<file path="src/rtl/cmp_chan_pkg.sv">
package cmp_chan_pkg;
  typedef enum logic [2:0] {
    MODE_KEEP   = 3'b000,
    MODE_SET    = 3'b001,
    MODE_CLR    = 3'b010,
    MODE_TGL    = 3'b011,
    MODE_FLOW   = 3'b100,
    MODE_FHIGH  = 3'b101,
    MODE_PWA    = 3'b110,
    MODE_PWB    = 3'b111
  } chan_mode_t;
endpackage

</file>
<file path="src/rtl/cmp_chan_compare.sv">
module cmp_chan_compare #(
  parameter int CNT_W = 8
) (
  input  logic [CNT_W-1:0] cnt_val,
  input  logic [CNT_W-1:0] cmp_val,
  input  logic             cnt_down,
  output logic             hit,
  output logic             pw_high
);
  logic below;
  always_comb begin
    below   = (cnt_val < cmp_val);
    hit     = (cnt_val == cmp_val);
    // counting down the equal value still counts as inside the pulse
    pw_high = cnt_down ? (below | hit) : below;
  end
endmodule

</file>
<file path="src/rtl/cmp_chan_level.sv">
module cmp_chan_level
  import cmp_chan_pkg::*;
(
  input  logic       clk,
  input  logic       rst_n,
  input  chan_mode_t mode,
  input  logic       hit,
  input  logic       pw_high,
  output logic       lvl_next,
  output logic       lvl_q
);
  always_comb begin
    lvl_next = lvl_q;
    unique case (mode)
      MODE_KEEP:  lvl_next = lvl_q;
      MODE_SET:   lvl_next = hit ? 1'b1 : lvl_q;
      MODE_CLR:   lvl_next = hit ? 1'b0 : lvl_q;
      MODE_TGL:   lvl_next = hit ? ~lvl_q : lvl_q;
      MODE_FLOW:  lvl_next = 1'b0;
      MODE_FHIGH: lvl_next = 1'b1;
      MODE_PWA:   lvl_next = pw_high;
      MODE_PWB:   lvl_next = ~pw_high;
    endcase
  end

  always_ff @(posedge clk) begin
    if (!rst_n) lvl_q <= 1'b0;
    else        lvl_q <= lvl_next;
  end

  assert_keep_R6: assert property (@(posedge clk) disable iff (!rst_n)
    (mode == MODE_KEEP) |=> (lvl_q == $past(lvl_q)));
  assert_toggle_R8: assert property (@(posedge clk) disable iff (!rst_n)
    (mode == MODE_TGL && hit) |=> (lvl_q != $past(lvl_q)));
endmodule

</file>
<file path="src/rtl/cmp_chan_clrlatch.sv">
module cmp_chan_clrlatch (
  input  logic clk,
  input  logic rst_n,
  input  logic ext_clr,
  input  logic clr_en,
  input  logic upd_evt,
  output logic hold_next,
  output logic hold_q
);
  logic clr_live;
  always_comb begin
    clr_live = clr_en & ext_clr;
    if (clr_live)     hold_next = 1'b1;
    else if (upd_evt) hold_next = 1'b0;
    else              hold_next = hold_q;
  end

  always_ff @(posedge clk) begin
    if (!rst_n) hold_q <= 1'b0;
    else        hold_q <= hold_next;
  end

  assert_latch_keeps_R10: assert property (@(posedge clk) disable iff (!rst_n)
    (hold_q && !upd_evt) |=> hold_q);
endmodule

</file>
<file path="src/rtl/cmp_chan_ref.sv">
module cmp_chan_ref
  import cmp_chan_pkg::*;
#(
  parameter int CNT_W = 8
) (
  input  logic             clk,
  input  logic             rst_n,
  input  logic [CNT_W-1:0] cnt_val,
  input  logic             cnt_down,
  input  logic [CNT_W-1:0] cmp_val,
  input  logic [2:0]       mode,
  input  logic             upd_evt,
  input  logic             ext_clr,
  input  logic             clr_en,
  output logic             ref_out
);
  chan_mode_t mode_e;
  logic hit, pw_high, lvl_next, lvl_q, hold_next, hold_q;

  assign mode_e = chan_mode_t'(mode);

  cmp_chan_compare #(.CNT_W(CNT_W)) u_cmp (
    .cnt_val(cnt_val), .cmp_val(cmp_val), .cnt_down(cnt_down),
    .hit(hit), .pw_high(pw_high)
  );

  cmp_chan_level u_lvl (
    .clk(clk), .rst_n(rst_n), .mode(mode_e), .hit(hit), .pw_high(pw_high),
    .lvl_next(lvl_next), .lvl_q(lvl_q)
  );

  cmp_chan_clrlatch u_clr (
    .clk(clk), .rst_n(rst_n), .ext_clr(ext_clr), .clr_en(clr_en),
    .upd_evt(upd_evt), .hold_next(hold_next), .hold_q(hold_q)
  );

  always_ff @(posedge clk) begin
    if (!rst_n) ref_out <= 1'b0;
    else        ref_out <= lvl_next & ~hold_next;
  end

  logic blocked;
  assign blocked = (clr_en & ext_clr) | (hold_q & ~upd_evt);

  assert_live_clear_R9: assert property (@(posedge clk) disable iff (!rst_n)
    (clr_en && ext_clr) |=> !ref_out);
  assert_held_clear_R10: assert property (@(posedge clk) disable iff (!rst_n)
    (hold_q && !upd_evt) |=> !ref_out);
  assert_force_low_R5: assert property (@(posedge clk) disable iff (!rst_n)
    (mode == 3'b100) |=> !ref_out);
  assert_force_high_R5: assert property (@(posedge clk) disable iff (!rst_n)
    (mode == 3'b101 && !blocked) |=> ref_out);
  assert_pw_up_R2: assert property (@(posedge clk) disable iff (!rst_n)
    (mode == 3'b110 && !cnt_down && !blocked) |=> (ref_out == $past(cnt_val < cmp_val)));
  assert_pw_down_R3: assert property (@(posedge clk) disable iff (!rst_n)
    (mode == 3'b110 && cnt_down && !blocked) |=> (ref_out == $past(cnt_val <= cmp_val)));
  assert_pw_inv_R4: assert property (@(posedge clk) disable iff (!rst_n)
    (mode == 3'b111 && !cnt_down && !blocked) |=> (ref_out == $past(cnt_val >= cmp_val)));
  assert_release_R13: assert property (@(posedge clk) disable iff (!rst_n)
    (!blocked) |=> (ref_out == lvl_q));
endmodule

</file>
<file path="config.mk">
export PLATFORM = sky130hd
export DESIGN_NAME = cmp_chan_ref
export DESIGN_NICKNAME = d
export VERILOG_FILES = /design/src/rtl/cmp_chan_pkg.sv /design/src/rtl/cmp_chan_compare.sv /design/src/rtl/cmp_chan_level.sv /design/src/rtl/cmp_chan_clrlatch.sv /design/src/rtl/cmp_chan_ref.sv
export SDC_FILE = /design/constraint.sdc
export NUM_CORES = 1
export LEC_CHECK = 0
export BUFFER_PORTS_ARGS = -buffer_cell sky130_fd_sc_hd__buf_2
export CAP_MARGIN = 20
export CORE_AREA = 2 2 40 42
export CTS_CLUSTER_SIZE = 24
export DETAILED_ROUTE_END_ITERATION = 8
export DIE_AREA = 0 0 42 44
export HOLD_SLACK_MARGIN = 0.15
export SYNTH_ARGS = -nofsm -noshare
export SYNTH_HDL_FRONTEND = slang
export SYNTH_SLANG_ARGS = --single-unit
</file>
<file path="constraint.sdc">
create_clock -name clk -period 2 [get_ports clk]
set_clock_uncertainty 0.15 [all_clocks]
set_input_delay 0.1 -clock clk [delete_from_list [all_inputs] [get_ports clk]]
set_output_delay 0.1 -clock clk [all_outputs]
set_load 0.1 [all_outputs]
</file>
==> results.toml, run 1 <==
[synthesis]
synth-seq-area-share_pct = 13.2
synth-async-reset-ratio_pct = 0
syn_avg_cell_area_um2 = 7.74
ys_seq_elements = 3
yosysUniqueCellTypes = 24
synth_flop_cell = "dfxtp_1"
yosys_warnings = 0
synth_xor_area_share_pct = 0
netlist_area_um2 = 457
synthAdderAreaFrac_pct = 27.4
synth_compound_area_share_pct = 24.4
yosys.area_share.simple_pct = 18.1
synth_cells = 59
muxShareOfSynthArea_pct = 5.48
synth_edf_count = 0
syn_nets = 94
synth_top_family_by_area = "adder cells"

[run]
maxCapViolCount = 0

[detailed_routing]
route.detailed.drc = 0
first_pass_iters = 2
drt-initial-drc-count = 4
wl_per_cell_um = 9.13
antenna_left = 0
drt-total-wl_um = 1020
avgViaCountPerCell = 4.61
num_vias = 516

[clocking]
clock-root-buffer = "clkbuf_4"
clockBufferDepth = 2
cts_sinks = 3
numCtsBuffers = 3
cts_tree = "done"
clk_pin_slew_worst_paths_ps = 40
clkLatencyLatePin_ps = 230
cts_setup_buffers = 0
htree_levels = 1

[sta]
fin_ws_ps = 86.0
worst_slew_pin_slew_ps = 483
min_period_ps = 1910
hold_viol_final = 0
fin_setup_tns_ps = 0
drv_slew = 0
hold_ws_ps = 161
setup_viol = 0
relSlewSlack_pct = 68.0
post-route-period-util_pct = 95.7
clock.fmax_mhz = 522
rsz0062_at_grt = "true"

[power_and_ir_drop]
powerDensity_nw_per_um2 = 409
p_switching_mw = 0.117
p_total_mw = 0.355
comb_power_share_pct = 50.8
ir_drop_v = 0.000374
switching_share_pct = 33.1
seq_power_share_pct = 19.9
p_int_mw = 0.237
pwr-share-clk_pct = 29.4
p_leak_nw = 0.413

[layout]
diodes = 0
final_cell_mix = "buf_2, inv_1, a21oi_1, buf_6, ha_4"
final_common_cell = "buf_2"
fin_nets = 132
drive_above_1_share_pct = 52.1
area_delta_synth_final_pct = 89.9
fin_util_pct = 61.1

[floorplan]
ios = 26
dieWidth_um = 42
start_util_pct = 32.2
core_um2 = 1420
die-area_um2 = 1850
core.rowCount = 14
die_y_um = 44

[critical_path]
worstPathMaxFanout = 2
critical-path-max-stage-delay_ps = 320
worstSetupStartpointType = "primary input"
crit_required_ps = 1970
crit_buf_inv = 3
crit_type = "in2reg"
path_cells = "buf_6 > inv_4 > ha_4 > nand4_1 > nor3_2 > inv_2 > ha_2 > or3_1 > a32oi_2 > nor2_1 > mux2_4"
cp_data_arrival_time_ps = 1880
critical-path-top-delay-family = "simple AND/OR/NAND/NOR gates"
cp-end-kind = "register"
cp_slowest_cell = "or3_1"

[status]
status = "completed"

[global_routing]
grt_pass1_wl_um = 1920
grt_usage_pct = 13.5
antenna_found_initial = 0
first_global_vias = 541
grt_overflow = 0
grt_max_degree = 7

[placed_design]
dpl_worst_slack_ps = -344
place.gp.congestion = 0.809
port-buffer-count = 25
post-dp-hpwl_um = 873

[worst_hold_path]
min_path_type = "in2reg"
==> worst min-delay path, cell delays in order <==
cell and delay, ps:
buf_2 80, a22oi_1 80, or3b_1 170, mux2i_1 60
==> what timing repair did <==
action | CTS | global route
endpoints found under the hold margin | 3 | 0
endpoints found under the setup margin | 1 | 2
pin swaps | 6 | 3
gates resized for setup | 13 | 3
hold buffers | 5 | 0
==> synthesized netlist by cell type, types with 2 or more instances <==
| cell | n | area share, % |
|---|---|---|
| o21ai_0 | 2 | 2.2 |
| dfxtp_1 | 3 | 13 |
| nand2_1 | 4 | 3.3 |
| inv_1 | 14 | 12 |
| nand3b_1 | 2 | 3.3 |
| ha_1 | 10 | 27 |
| a21oi_1 | 7 | 7.7 |
==> power by group through the flow <==
stage | Clock, mW | Sequential [mW] | Combinational (mW)
floorplan | 0 | 0.0876 | 0.0801
finish | 0.104 | 0.0705 | 0.180
detailed placement | 0 | 0.0710 | 0.155
global route | 0.114 | 0.0709 | 0.202
CTS | 0.110 | 0.0704 | 0.179
global placement | 0 | 0.0711 | 0.151
==> per-stage QoR <==
stage,cell area [µm²],std cells
after detailed placement,702,103
after global routing,867,112
after global placement,702,103
final,867,112
after CTS,847,112
after floorplan,534,59
==> worst paths after layout <==
| check | start | to | slack, ps | cells after the start |
|---|---|---|---|---|
| worst max-delay path | cmp_val[7] | u_lvl.lvl_q | 90 | 11 |
| worst min-delay path | clr_en | ref_out | 160 | 4 |
| worst max register to register | u_lvl.lvl_q | u_lvl.lvl_q | 240 | 7 |
| worst min register to register | u_clr.hold_q | ref_out | 540 | 3 |
==> layer usage <==
metal	global-route usage [%]	wire length, µm	up-vias	part of all wire [%]
li1	-	-	280	-
met1	14.2	431	222	42
met2	24.7	535	14	52
met3	2.92	56	0	5.5
met4	7.74	0	0	0
met5	0	0	-	0
==> state kept, by name (all words and copies together) (netlist names) <==
name          cells
ref_out           1
u_lvl.lvl_q       1
u_clr.hold_q      1
==> cell type report <==
| cell class | count | area (µm²) |
|---|---|---|
| Clock buffer | 4 | 26.3 |
| Fill cell | 120 | 552 |
| Inverter | 14 | 75.1 |
| Multi-Input combinational cell | 42 | 434 |
| Sequential cell | 3 | 60.1 |
| Tap cell | 16 | 20.0 |
| Timing Repair Buffer | 33 | 251 |
==> cell families (layout without fill, tap and decap cells) <==
logic type,after synthesis,in the layout
AOI/OAI and AO/OA,16,16
and+or+nand+nor,14,14
buffers and inverters,14,51
adders and majority gates,10,10
DFF,3,3
muxes,2,2
Power figures use the tool's default switching activity.
==> run 2, diff against run 1 <==
- CTS_CLUSTER_DIAMETER: not set -> 150
- GPL_TIMING_DRIVEN: not set -> 0
==> results.toml, run 2 (same netlist as run 1, synthesis figures left out) <==
[status]
status = "complete, but fails checks"
violations = "setup timing"

[global_routing]
antenna_found_initial = 0
grt_max_degree = 7
first_global_vias = 547
grt_overflow = 0
grt_usage_pct = 13.9
grt_pass1_wl_um = 1970

[clocking]
cts_tree = "done"
cts_sinks = 3
htree_levels = 1
clkLatencyLatePin_ps = 230
clock-root-buffer = "clkbuf_4"
clk_pin_slew_worst_paths_ps = 40
numCtsBuffers = 3
clockBufferDepth = 2

[placed_design]
dpl_cell_area_um2 = 679
port-buffer-count = 25
place.gp.congestion = 0.834
post-dp-hpwl_um = 846

[sta]
post-route-period-util_pct = 100
worst_slew_pin_slew_ps = 491
fin_ws_ps = -1.24
setup_viol = 1
drv_slew = 0
clock.fmax_mhz = 500
hold_viol_final = 0
min_period_ps = 2000
rsz0062_at_grt = "true"
relSlewSlack_pct = 67.5

[power_and_ir_drop]
powerDensity_nw_per_um2 = 412
p_leak_nw = 0.431
p_switching_mw = 0.125
switching_share_pct = 34.0
comb_power_share_pct = 51.0
seq_power_share_pct = 19.5
ir_drop_v = 0.000488
p_int_mw = 0.242
pwr-share-clk_pct = 29.5

[detailed_routing]
drt-total-wl_um = 1180
num_vias = 547
avgViaCountPerCell = 4.68
drt-initial-drc-count = 2
first_pass_iters = 4
antenna_left = 0
route.detailed.drc = 0
wl_per_cell_um = 10.0

[layout]
final_cell_mix = "buf_2, buf_4, inv_1"
area_delta_synth_final_pct = 95.1
drive_above_1_share_pct = 54.5
finish.instance_area_um2 = 891
diodes = 0
final_common_cell = "buf_2"
nFillCells = 134
top_regs = "ref_out (1), u_clr.hold_q (1), u_lvl.lvl_q (1)"
fin_nets = 137
fin_util_pct = 62.8

[worst_hold_path]
whs_endpoint = "ref_out"
min_from = "clr_en"
hold-path-cell-count = 4
min_path_type = "in2reg"

[floorplan]
ios = 26
core_um2 = 1420
start_util_pct = 32.2
die-area_um2 = 1850
die_y_um = 44
core.rowCount = 14
dieWidth_um = 42

[critical_path]
reg2reg_depth = 7
r2r-start = "u_lvl.lvl_q"
cp_data_arrival_time_ps = 1970
cp-end-kind = "register"
worstPathMaxFanout = 3
ff2ff_setup_slack_ps = 190
crit_type = "in2reg"
crit_required_ps = 1970
r2r_end = "u_lvl.lvl_q"
worstSetupStartpointType = "primary input"

[run]
maxCapViolCount = 0
run 2: routing by layer:
metal	up-vias	track usage (%)	share of wire (%)	routed length, µm
li1	289	-	-	-
met1	238	14.2	39	455
met2	18	26.6	56	654
met3	2	2.50	4.4	52
met4	0	7.74	1.0	12
met5	-	0	0	0
run 2: how the worst max path moves through the flow:
| stage | from | endpoint | depth (start not counted) |
|---|---|---|---|
| 2_1_floorplan | cmp_val[6] | u_lvl.lvl_q | 11 |
| 3_5_place_dp | cmp_val[6] | u_lvl.lvl_q | 12 |
| 5_1_grt | cmp_val[6] | u_lvl.lvl_q | 11 |
| 4_1_cts | cmp_val[7] | u_lvl.lvl_q | 12 |
| 6_report | cmp_val[7] | u_lvl.lvl_q | 14 |
| 3_3_place_gp | cmp_val[6] | u_lvl.lvl_q | 12 |
run 2: worst max-delay path, cell delays in order:
cell	delay, ps
buf_6	70
inv_4	30
ha_4	260
nand4_1	140
buf_4	170
buf_4	120
buf_4	120
buf_4	120
buf_4	120
buf_4	120
buf_4	120
nand2b_2	60
o211ai_2	110
mux2_4	310
run 2: layout make-up:
| cell class | count | area, µm² | share of cell area (%) |
|---|---|---|---|
| Tap cell | 16 | 20.0 | 2.25 |
| Timing Repair Buffer | 38 | 273 | 30.6 |
| Multi-Input combinational cell | 42 | 437 | 49.0 |
| Sequential cell | 3 | 60.1 | 6.74 |
| Clock buffer | 4 | 26.3 | 2.95 |
| Inverter | 14 | 75.1 | 8.43 |
run 2: timing repair:
item / 4_1_cts / 5_1_grt
cloned: 0 / 0
resized for setup: 1 / 13
pin swaps: 4 / 5
endpoints found under the setup margin: 1 / 2
hold endpoints to repair: 3 / 0
buffers inserted: 8 / 0
hold buffers: 5 / 0
run 2: power groups by stage:
| stage | Combinational (mW) | Sequential, mW | Clock (mW) |
|---|---|---|---|
| 2_1_floorplan | 0.0801 | 0.0876 | 0 |
| 3_3_place_gp | 0.144 | 0.0710 | 0 |
| 3_5_place_dp | 0.147 | 0.0711 | 0 |
| 4_1_cts | 0.170 | 0.0703 | 0.112 |
| 5_1_grt | 0.209 | 0.0723 | 0.115 |
| 6_report | 0.187 | 0.0716 | 0.108 |
run 2: metrics by stage:
stage	instances	hold slack (ps)	TNS (ps)	setup WS (ps)	power, mW
final	117	153	-1.24	-1.24	0.367
after global routing	117	198	-93.3	-93.3	0.395
after CTS	117	151	-69.8	-69.8	0.352
after detailed placement	100	213	-558	-351	0.218
after global placement	100	201	-500	-313	0.215
after floorplan	59	78.2	-28.0	-28.0	0.168
